$ cat src/rtl/bar_dec_pkg.sv
package bar_dec_pkg;

    parameter int ADDR_W = 32;

    localparam logic [ADDR_W-1:0] ALL_ONES = '1;
    localparam logic [ADDR_W-1:0] IO_LIMIT = ADDR_W'(32'h0001_0000);

    typedef logic [ADDR_W-1:0] addr_t;

    typedef enum logic {
        SPACE_MEM = 1'b0,
        SPACE_IO  = 1'b1
    } space_e;

    typedef struct packed {
        logic   valid;
        space_e space;
        addr_t  base;
        addr_t  last;
    } window_t;

    function automatic addr_t align_base(addr_t value, addr_t size);
        return value & ~(size - addr_t'(1));
    endfunction

    function automatic logic extent_ok(space_e sp, addr_t base, addr_t last);
        logic ok;
        ok = 1'b1;
        if (base == '0)                           ok = 1'b0;
        if (last <= base)                         ok = 1'b0;
        if (sp == SPACE_IO  && last >= IO_LIMIT)  ok = 1'b0;
        if (sp == SPACE_MEM && last == ALL_ONES)  ok = 1'b0;
        return ok;
    endfunction

endpackage

$ cat src/rtl/bar_region_eval.sv
module bar_region_eval
    import bar_dec_pkg::*;
#(
    parameter bit IS_ROM = 1'b0
) (
    input  logic    clk,
    input  logic    rst,
    input  logic    io_en,
    input  logic    mem_en,
    input  addr_t   value,
    input  addr_t   size,
    input  logic    type_io,
    output window_t win_q
);

    space_e space;
    addr_t  base_c;
    addr_t  last_c;
    logic   space_on;
    logic   rom_on;
    logic   ok;

    always_comb begin
        space    = (!IS_ROM && type_io) ? SPACE_IO : SPACE_MEM;
        base_c   = align_base(value, size);
        last_c   = base_c + size - addr_t'(1);
        space_on = (space == SPACE_IO) ? io_en : mem_en;
        rom_on   = IS_ROM ? value[0] : 1'b1;
        ok       = (size != '0) && space_on && rom_on && extent_ok(space, base_c, last_c);
    end

    always_ff @(posedge clk) begin
        if (rst) begin
            win_q <= '{valid: 1'b0, space: SPACE_MEM, base: ALL_ONES, last: ALL_ONES};
        end else begin
            win_q.valid <= ok;
            win_q.space <= space;
            win_q.base  <= ok ? base_c : ALL_ONES;
            win_q.last  <= ok ? last_c : ALL_ONES;
        end
    end

    AST_SIZE_ZERO_OFF: assert property (@(posedge clk) disable iff (rst)
        (size == '0) |=> !win_q.valid);

    AST_MEM_GATED: assert property (@(posedge clk) disable iff (rst)
        ((IS_ROM || !type_io) && !mem_en) |=> !win_q.valid);

    AST_BASE_ALIGNED: assert property (@(posedge clk) disable iff (rst)
        win_q.valid |-> ((win_q.base & (win_q.last - win_q.base)) == '0));

    AST_UNMAPPED_ONES: assert property (@(posedge clk) disable iff (rst)
        !win_q.valid |-> (win_q.base == ALL_ONES));

    AST_NO_DEGENERATE: assert property (@(posedge clk) disable iff (rst)
        win_q.valid |-> (win_q.base != '0 && win_q.last > win_q.base));

    AST_IO_LIMIT: assert property (@(posedge clk) disable iff (rst)
        (win_q.valid && win_q.space == SPACE_IO) |-> (win_q.last < IO_LIMIT));

    generate
        if (IS_ROM) begin : g_rom_chk
            AST_ROM_BIT: assert property (@(posedge clk) disable iff (rst)
                !value[0] |=> !win_q.valid);
        end else begin : g_bar_chk
            AST_IO_GATED: assert property (@(posedge clk) disable iff (rst)
                (type_io && !io_en) |=> !win_q.valid);
        end
    endgenerate

endmodule

$ cat src/rtl/bar_hit_select.sv
module bar_hit_select
    import bar_dec_pkg::*;
#(
    parameter int NREG  = 7,
    parameter int IDX_W = $clog2(NREG)
) (
    input  logic             clk,
    input  logic             rst,
    input  window_t          wins [NREG],
    input  logic             txn_valid,
    input  addr_t            txn_addr,
    input  space_e           txn_space,
    output logic             hit_q,
    output logic [IDX_W-1:0] hit_idx_q
);

    logic             any_c;
    logic [IDX_W-1:0] sel_c;

    always_comb begin
        any_c = 1'b0;
        sel_c = '0;
        for (int i = NREG - 1; i >= 0; i--) begin
            if (txn_valid && wins[i].valid && wins[i].space == txn_space &&
                txn_addr >= wins[i].base && txn_addr <= wins[i].last) begin
                any_c = 1'b1;
                sel_c = IDX_W'(i);
            end
        end
    end

    always_ff @(posedge clk) begin
        if (rst) begin
            hit_q     <= 1'b0;
            hit_idx_q <= '0;
        end else begin
            hit_q     <= any_c;
            hit_idx_q <= sel_c;
        end
    end

    AST_IDLE_NO_HIT: assert property (@(posedge clk) disable iff (rst)
        !txn_valid |=> !hit_q);

    AST_IDX_RANGE: assert property (@(posedge clk) disable iff (rst)
        hit_q |-> ({1'b0, hit_idx_q} < (IDX_W+1)'(NREG)));

    AST_MISS_IDX_ZERO: assert property (@(posedge clk) disable iff (rst)
        !hit_q |-> (hit_idx_q == '0));

endmodule

$ cat src/rtl/bar_window_decoder.sv
module bar_window_decoder
    import bar_dec_pkg::*;
#(
    parameter int NUM_BARS = 6
) (
    input  logic                                clk,
    input  logic                                rst,
    input  logic                                io_space_en,
    input  logic                                mem_space_en,
    input  logic [(NUM_BARS+1)*ADDR_W-1:0]      cfg_value,
    input  logic [(NUM_BARS+1)*ADDR_W-1:0]      cfg_size,
    input  logic [NUM_BARS-1:0]                 cfg_is_io,
    input  logic                                txn_valid,
    input  logic [ADDR_W-1:0]                   txn_addr,
    input  logic                                txn_is_io,
    output logic [NUM_BARS:0]                   win_valid,
    output logic [(NUM_BARS+1)*ADDR_W-1:0]      win_base,
    output logic                                hit,
    output logic [$clog2(NUM_BARS+1)-1:0]       hit_region
);

    localparam int NREG  = NUM_BARS + 1;
    localparam int IDX_W = $clog2(NREG);

    window_t wins [NREG];

    generate
        for (genvar r = 0; r < NREG; r++) begin : g_region
            if (r < NUM_BARS) begin : g_bar
                bar_region_eval #(.IS_ROM(1'b0)) i_eval (
                    .clk     (clk),
                    .rst     (rst),
                    .io_en   (io_space_en),
                    .mem_en  (mem_space_en),
                    .value   (cfg_value[r*ADDR_W +: ADDR_W]),
                    .size    (cfg_size[r*ADDR_W +: ADDR_W]),
                    .type_io (cfg_is_io[r]),
                    .win_q   (wins[r])
                );
            end else begin : g_rom
                bar_region_eval #(.IS_ROM(1'b1)) i_eval (
                    .clk     (clk),
                    .rst     (rst),
                    .io_en   (io_space_en),
                    .mem_en  (mem_space_en),
                    .value   (cfg_value[r*ADDR_W +: ADDR_W]),
                    .size    (cfg_size[r*ADDR_W +: ADDR_W]),
                    .type_io (1'b0),
                    .win_q   (wins[r])
                );
            end
            assign win_valid[r]                 = wins[r].valid;
            assign win_base[r*ADDR_W +: ADDR_W] = wins[r].base;
        end
    endgenerate

    bar_hit_select #(.NREG(NREG), .IDX_W(IDX_W)) i_hit (
        .clk       (clk),
        .rst       (rst),
        .wins      (wins),
        .txn_valid (txn_valid),
        .txn_addr  (txn_addr),
        .txn_space (space_e'(txn_is_io)),
        .hit_q     (hit),
        .hit_idx_q (hit_region)
    );

endmodule

$ cat config.mk
export PLATFORM = sky130hd
export DESIGN_NAME = bar_window_decoder
export DESIGN_NICKNAME = d
export VERILOG_FILES = /design/src/rtl/bar_dec_pkg.sv /design/src/rtl/bar_region_eval.sv /design/src/rtl/bar_hit_select.sv /design/src/rtl/bar_window_decoder.sv
export SDC_FILE = /design/constraint.sdc
export NUM_CORES = 2
export LEC_CHECK = 0
export BUFFER_PORTS_ARGS = -buffer_cell sky130_fd_sc_hd__clkbuf_2
export CORE_MARGIN = 2
export CORE_UTILIZATION = 35
export CTS_CLUSTER_DIAMETER = 150
export DETAILED_ROUTE_END_ITERATION = 8
export HOLD_SLACK_MARGIN = 0.08
export PLACE_DENSITY = 0.54
export SLEW_MARGIN = 20
export SYNTH_ARGS = -nofsm -noshare
export SYNTH_HDL_FRONTEND = slang
export SYNTH_SLANG_ARGS = --single-unit
$ cat constraint.sdc
create_clock -name clk -period 15.5 [get_ports clk]
set_input_delay 3.1 -clock clk [delete_from_list [all_inputs] [get_ports clk]]
set_output_delay 3.1 -clock clk [all_outputs]
set_load 0.05 [all_outputs]
==> flow_metrics.py <==
metrics = {
    "worst_setup_path": {
        "r2r_cells": 11,
        "crit_start": "cfg_size[103]",
        "worstPathRequired_ns": 16.06,
        "crit_path_max_fanout": 33,
        "reg2reg_from": "g_region[3].g_bar.i_eval.win_q[63]",
        "r2r-end": "i_hit.hit_idx_q[0]",
        "ff2ff_setup_slack_ns": 12.04,
        "path_class": "input pin to register",
        "start_kind": "input pin",
        "crit_end": "g_region[3].g_bar.i_eval.win_q[54]",
        "endpoint_kind": "register",
        "cp_data_arrival_time_ns": 11.83,
    },
    "timing": {
        "slew-limit-headroom_pct": 21.6,
        "layout_setup_ws_ns": 4.23,
        "slew_viol_final": 0,
        "period_minus_slack_ns": 11.27,
        "rsz0062_at_grt": "false",
        "skew_ns": 0.0327,
        "timing.final.crit_share_pct": 72.7,
        "fin_setup_tns_ns": 0,
        "finalSetupViolCount": 0,
        "fmax_mhz": 88.7,
        "final_hold_viol_count": 0,
        "worst_pin_slew_ns": 1.18,
    },
    "route": {
        "dr.pass1.iters": 6,
        "top_layer_used": "met5",
        "dr.first_iter.drc_count": 4616,
        "wl_per_cell_um": 24.1,
        "wl_met3_mm": 16.1,
        "vias": 56700,
        "drt-vias-per-instance": 5.67,
        "wl_met2_mm": 106,
        "ant_nets": 0,
        "totalWireLength_mm": 240,
        "wl_met1_mm": 110,
        "drc": 0,
    },
    "synth": {
        "synth_warnings": 0,
        "synth_edf_count": 0,
        "synth_cells": 7416,
        "synth_top_flop_cell": "dfxtp_1",
        "synthArstFlopShare_pct": 0,
        "synth.distinct_cells": 96,
        "syn_avg_cell_area_um2": 7.49,
        "syn-cell-area_um2": 55500,
        "ys_ff_latch": 465,
        "synth_nets": 8919,
        "ys_seq_area_share_pct": 16.8,
    },
    "placed_design": {
        "pre_cts_ws_ns": 3.72,
        "place_congestion": 0.952,
        "place_inst": 9872,
        "placed_area_um2": 59800,
        "port_buffers": 726,
        "dpl.hpwl_mm": 195,
    },
    "cells_and_area": {
        "multi_input_area_um2": 40100,
        "area_growth_pct": 11.9,
        "drive_gt1_share_pct": 13.3,
        "fin_nets": 9366,
        "fillers": 16700,
        "fin_util_pct": 39.3,
        "ff_latch_area_um2": 9310,
        "post_layout_nonfiller_instances": 9987,
        "design_area_um2": 62100,
    },
    "worst_hold_path": {
        "hold_path_class": "register to register",
    },
    "grt": {
        "grt_max_degree": 64,
        "grt_pass1_vias": 53800,
        "grt_first_pass_wirelength_mm": 351,
        "antenna_found_initial": 34,
        "grt_overflow": 0,
        "grt_use_total_pct": 28.5,
    },
    "clock_tree": {
        "clkTransAtPathRegs_ns": 0.06,
        "insertion_delay_ns": 0.69,
        "cts_buffers": 61,
        "cts_hold_buf": 0,
        "cts_setup_buffers": 0,
        "clock-sinks": 465,
        "cts_resized": 0,
        "tritoncts": "yes",
        "clockBufferDepth": 3,
        "clock-root-buffer": "clkbuf_16",
        "htree_levels": 2,
    },
    "power_and_ir_drop": {
        "p_per_area_nw_per_um2": 92.9,
        "ir_drop_uv": 93.1,
        "power.leakage_nw": 32.6,
    },
    "floorplanning": {
        "die_w_um": 402,
        "ios": 727,
        "start_util_pct": 35.1,
        "rows": 146,
        "die-area_um2": 162000,
        "fp.dieH_um": 402,
        "core_um2": 158000,
    },
    "outcome": {
        "status": "finished clean",
    },
    "job": {
        "max_cap_violations": 0,
    },
}
cells by family after synthesis:
group	Yosys count	share of synthesized area [%]
AOI/OAI and AO/OA	1702	20.3
muxes	88	1.66
DFF	465	16.8
adders and majority gates	1011	22.9
other	1	0.00675
buffers and inverters	1400	11.1
xor gates and xnor gates	241	3.80
and+or+nand+nor	2508	23.5
state kept, by name, indices dropped and copies added (netlist names):
| signal | count |
|---|---|
| g_region.g_rom.i_eval.win_q | 65 |
| g_region.g_bar.i_eval.win_q | 396 |
| i_hit.hit_q | 1 |
| i_hit.hit_idx_q | 3 |
synthesized netlist by cell type (all sizes together) (70+ instances only):
library cell	n	area [µm²]
a21o	285	2140
xnor2	156	1370
nand2	769	2960
dfxtp	465	9310
xor2	85	744
inv	994	3730
nor3	174	915
or3	125	782
o21a	70	526
nand3	275	1380
a211oi	89	673
nand4	225	1420
o21ai	367	1840
ha	1004	12600
nor4	150	985
buf	253	1860
nor2	287	1080
a21oi	393	1970
o211ai	76	571
clkbuf	153	574
nand2b	135	845
worst min path at each step:
stage	from	end	slack, ns	cells past startpoint
after detailed placement	g_region[6].g_rom.i_eval.win_q[65]	i_hit.hit_idx_q[1]	0.83	3
final	g_region[6].g_rom.i_eval.win_q[65]	i_hit.hit_idx_q[1]	0.89	3
after CTS	g_region[6].g_rom.i_eval.win_q[65]	i_hit.hit_idx_q[1]	0.85	3
after global placement	g_region[6].g_rom.i_eval.win_q[65]	i_hit.hit_idx_q[1]	0.84	3
after global routing	g_region[6].g_rom.i_eval.win_q[65]	i_hit.hit_idx_q[1]	0.88	3
after floorplan	g_region[0].g_bar.i_eval.win_q[65]	i_hit.hit_q	0.66	4
metrics by stage:
step	power, mW	hold WS (ns)
after floorplan	3.28	0.660
after global placement	4.11	0.839
after detailed placement	4.13	0.828
after CTS	5.76	0.852
after global routing	6.13	0.883
final	5.77	0.892
worst max-delay path: stages:
cell and delay, ns:
clkbuf_2 0.13, nor4_1 0.78, nand2_1 0.52, or4_1 0.66
and2_1 0.22, ha_1 0.28, inv_1 0.04, ha_1 0.44
a21oi_1 0.42, o211a_1 0.24, o21ai_0 0.13, nor4_1 0.86
or2_2 0.26, o311ai_0 0.31, ha_1 0.40, and4_1 0.22
nand4_1 0.17, nor4_1 0.43, nand2_1 0.13, o21ai_0 0.19
a211oi_1 0.09, a2111oi_0 0.38, a41o_2 0.58, nor2b_2 0.33
buf_4 0.37, nand2_1 0.11
routing by layer:
metal,vias to the layer above,GRT usage (%)
li1,27200,-
met1,27100,39.3
met2,1944,45.5
met3,341,4.23
met4,36,9.10
met5,-,0
cells in the final DEF, fill, tap and decap left out, drive strengths merged, types with 275 or more instances in the layout:
cell,count
nand3,275
nand2,769
o21ai,367
a21o,285
inv,997
clkbuf,803
a21oi,393
nor2,287
ha,1004
dfxtp,465
where the power goes:
part	internal [mW]	leakage (nW)	total, mW	switching (mW)
registers	1.29	3.80	1.37	0.0797
clock network	0.982	1.09	1.61	0.630
logic	0.970	27.7	2.79	1.82
final cells by class:
type / instances / share of cell area, %
Timing Repair Buffer: 790 / 6.62
Antenna cell: 3 / 0.0121
Clock inverter: 35 / 0.866
Clock buffer: 77 / 2.77
Tap cell: 2072 / 4.17
Multi-Input combinational cell: 5551 / 64.6
Inverter: 994 / 6.01
Sequential cell: 465 / 15.0
Note: power is estimated with default switching activity, not from simulation.
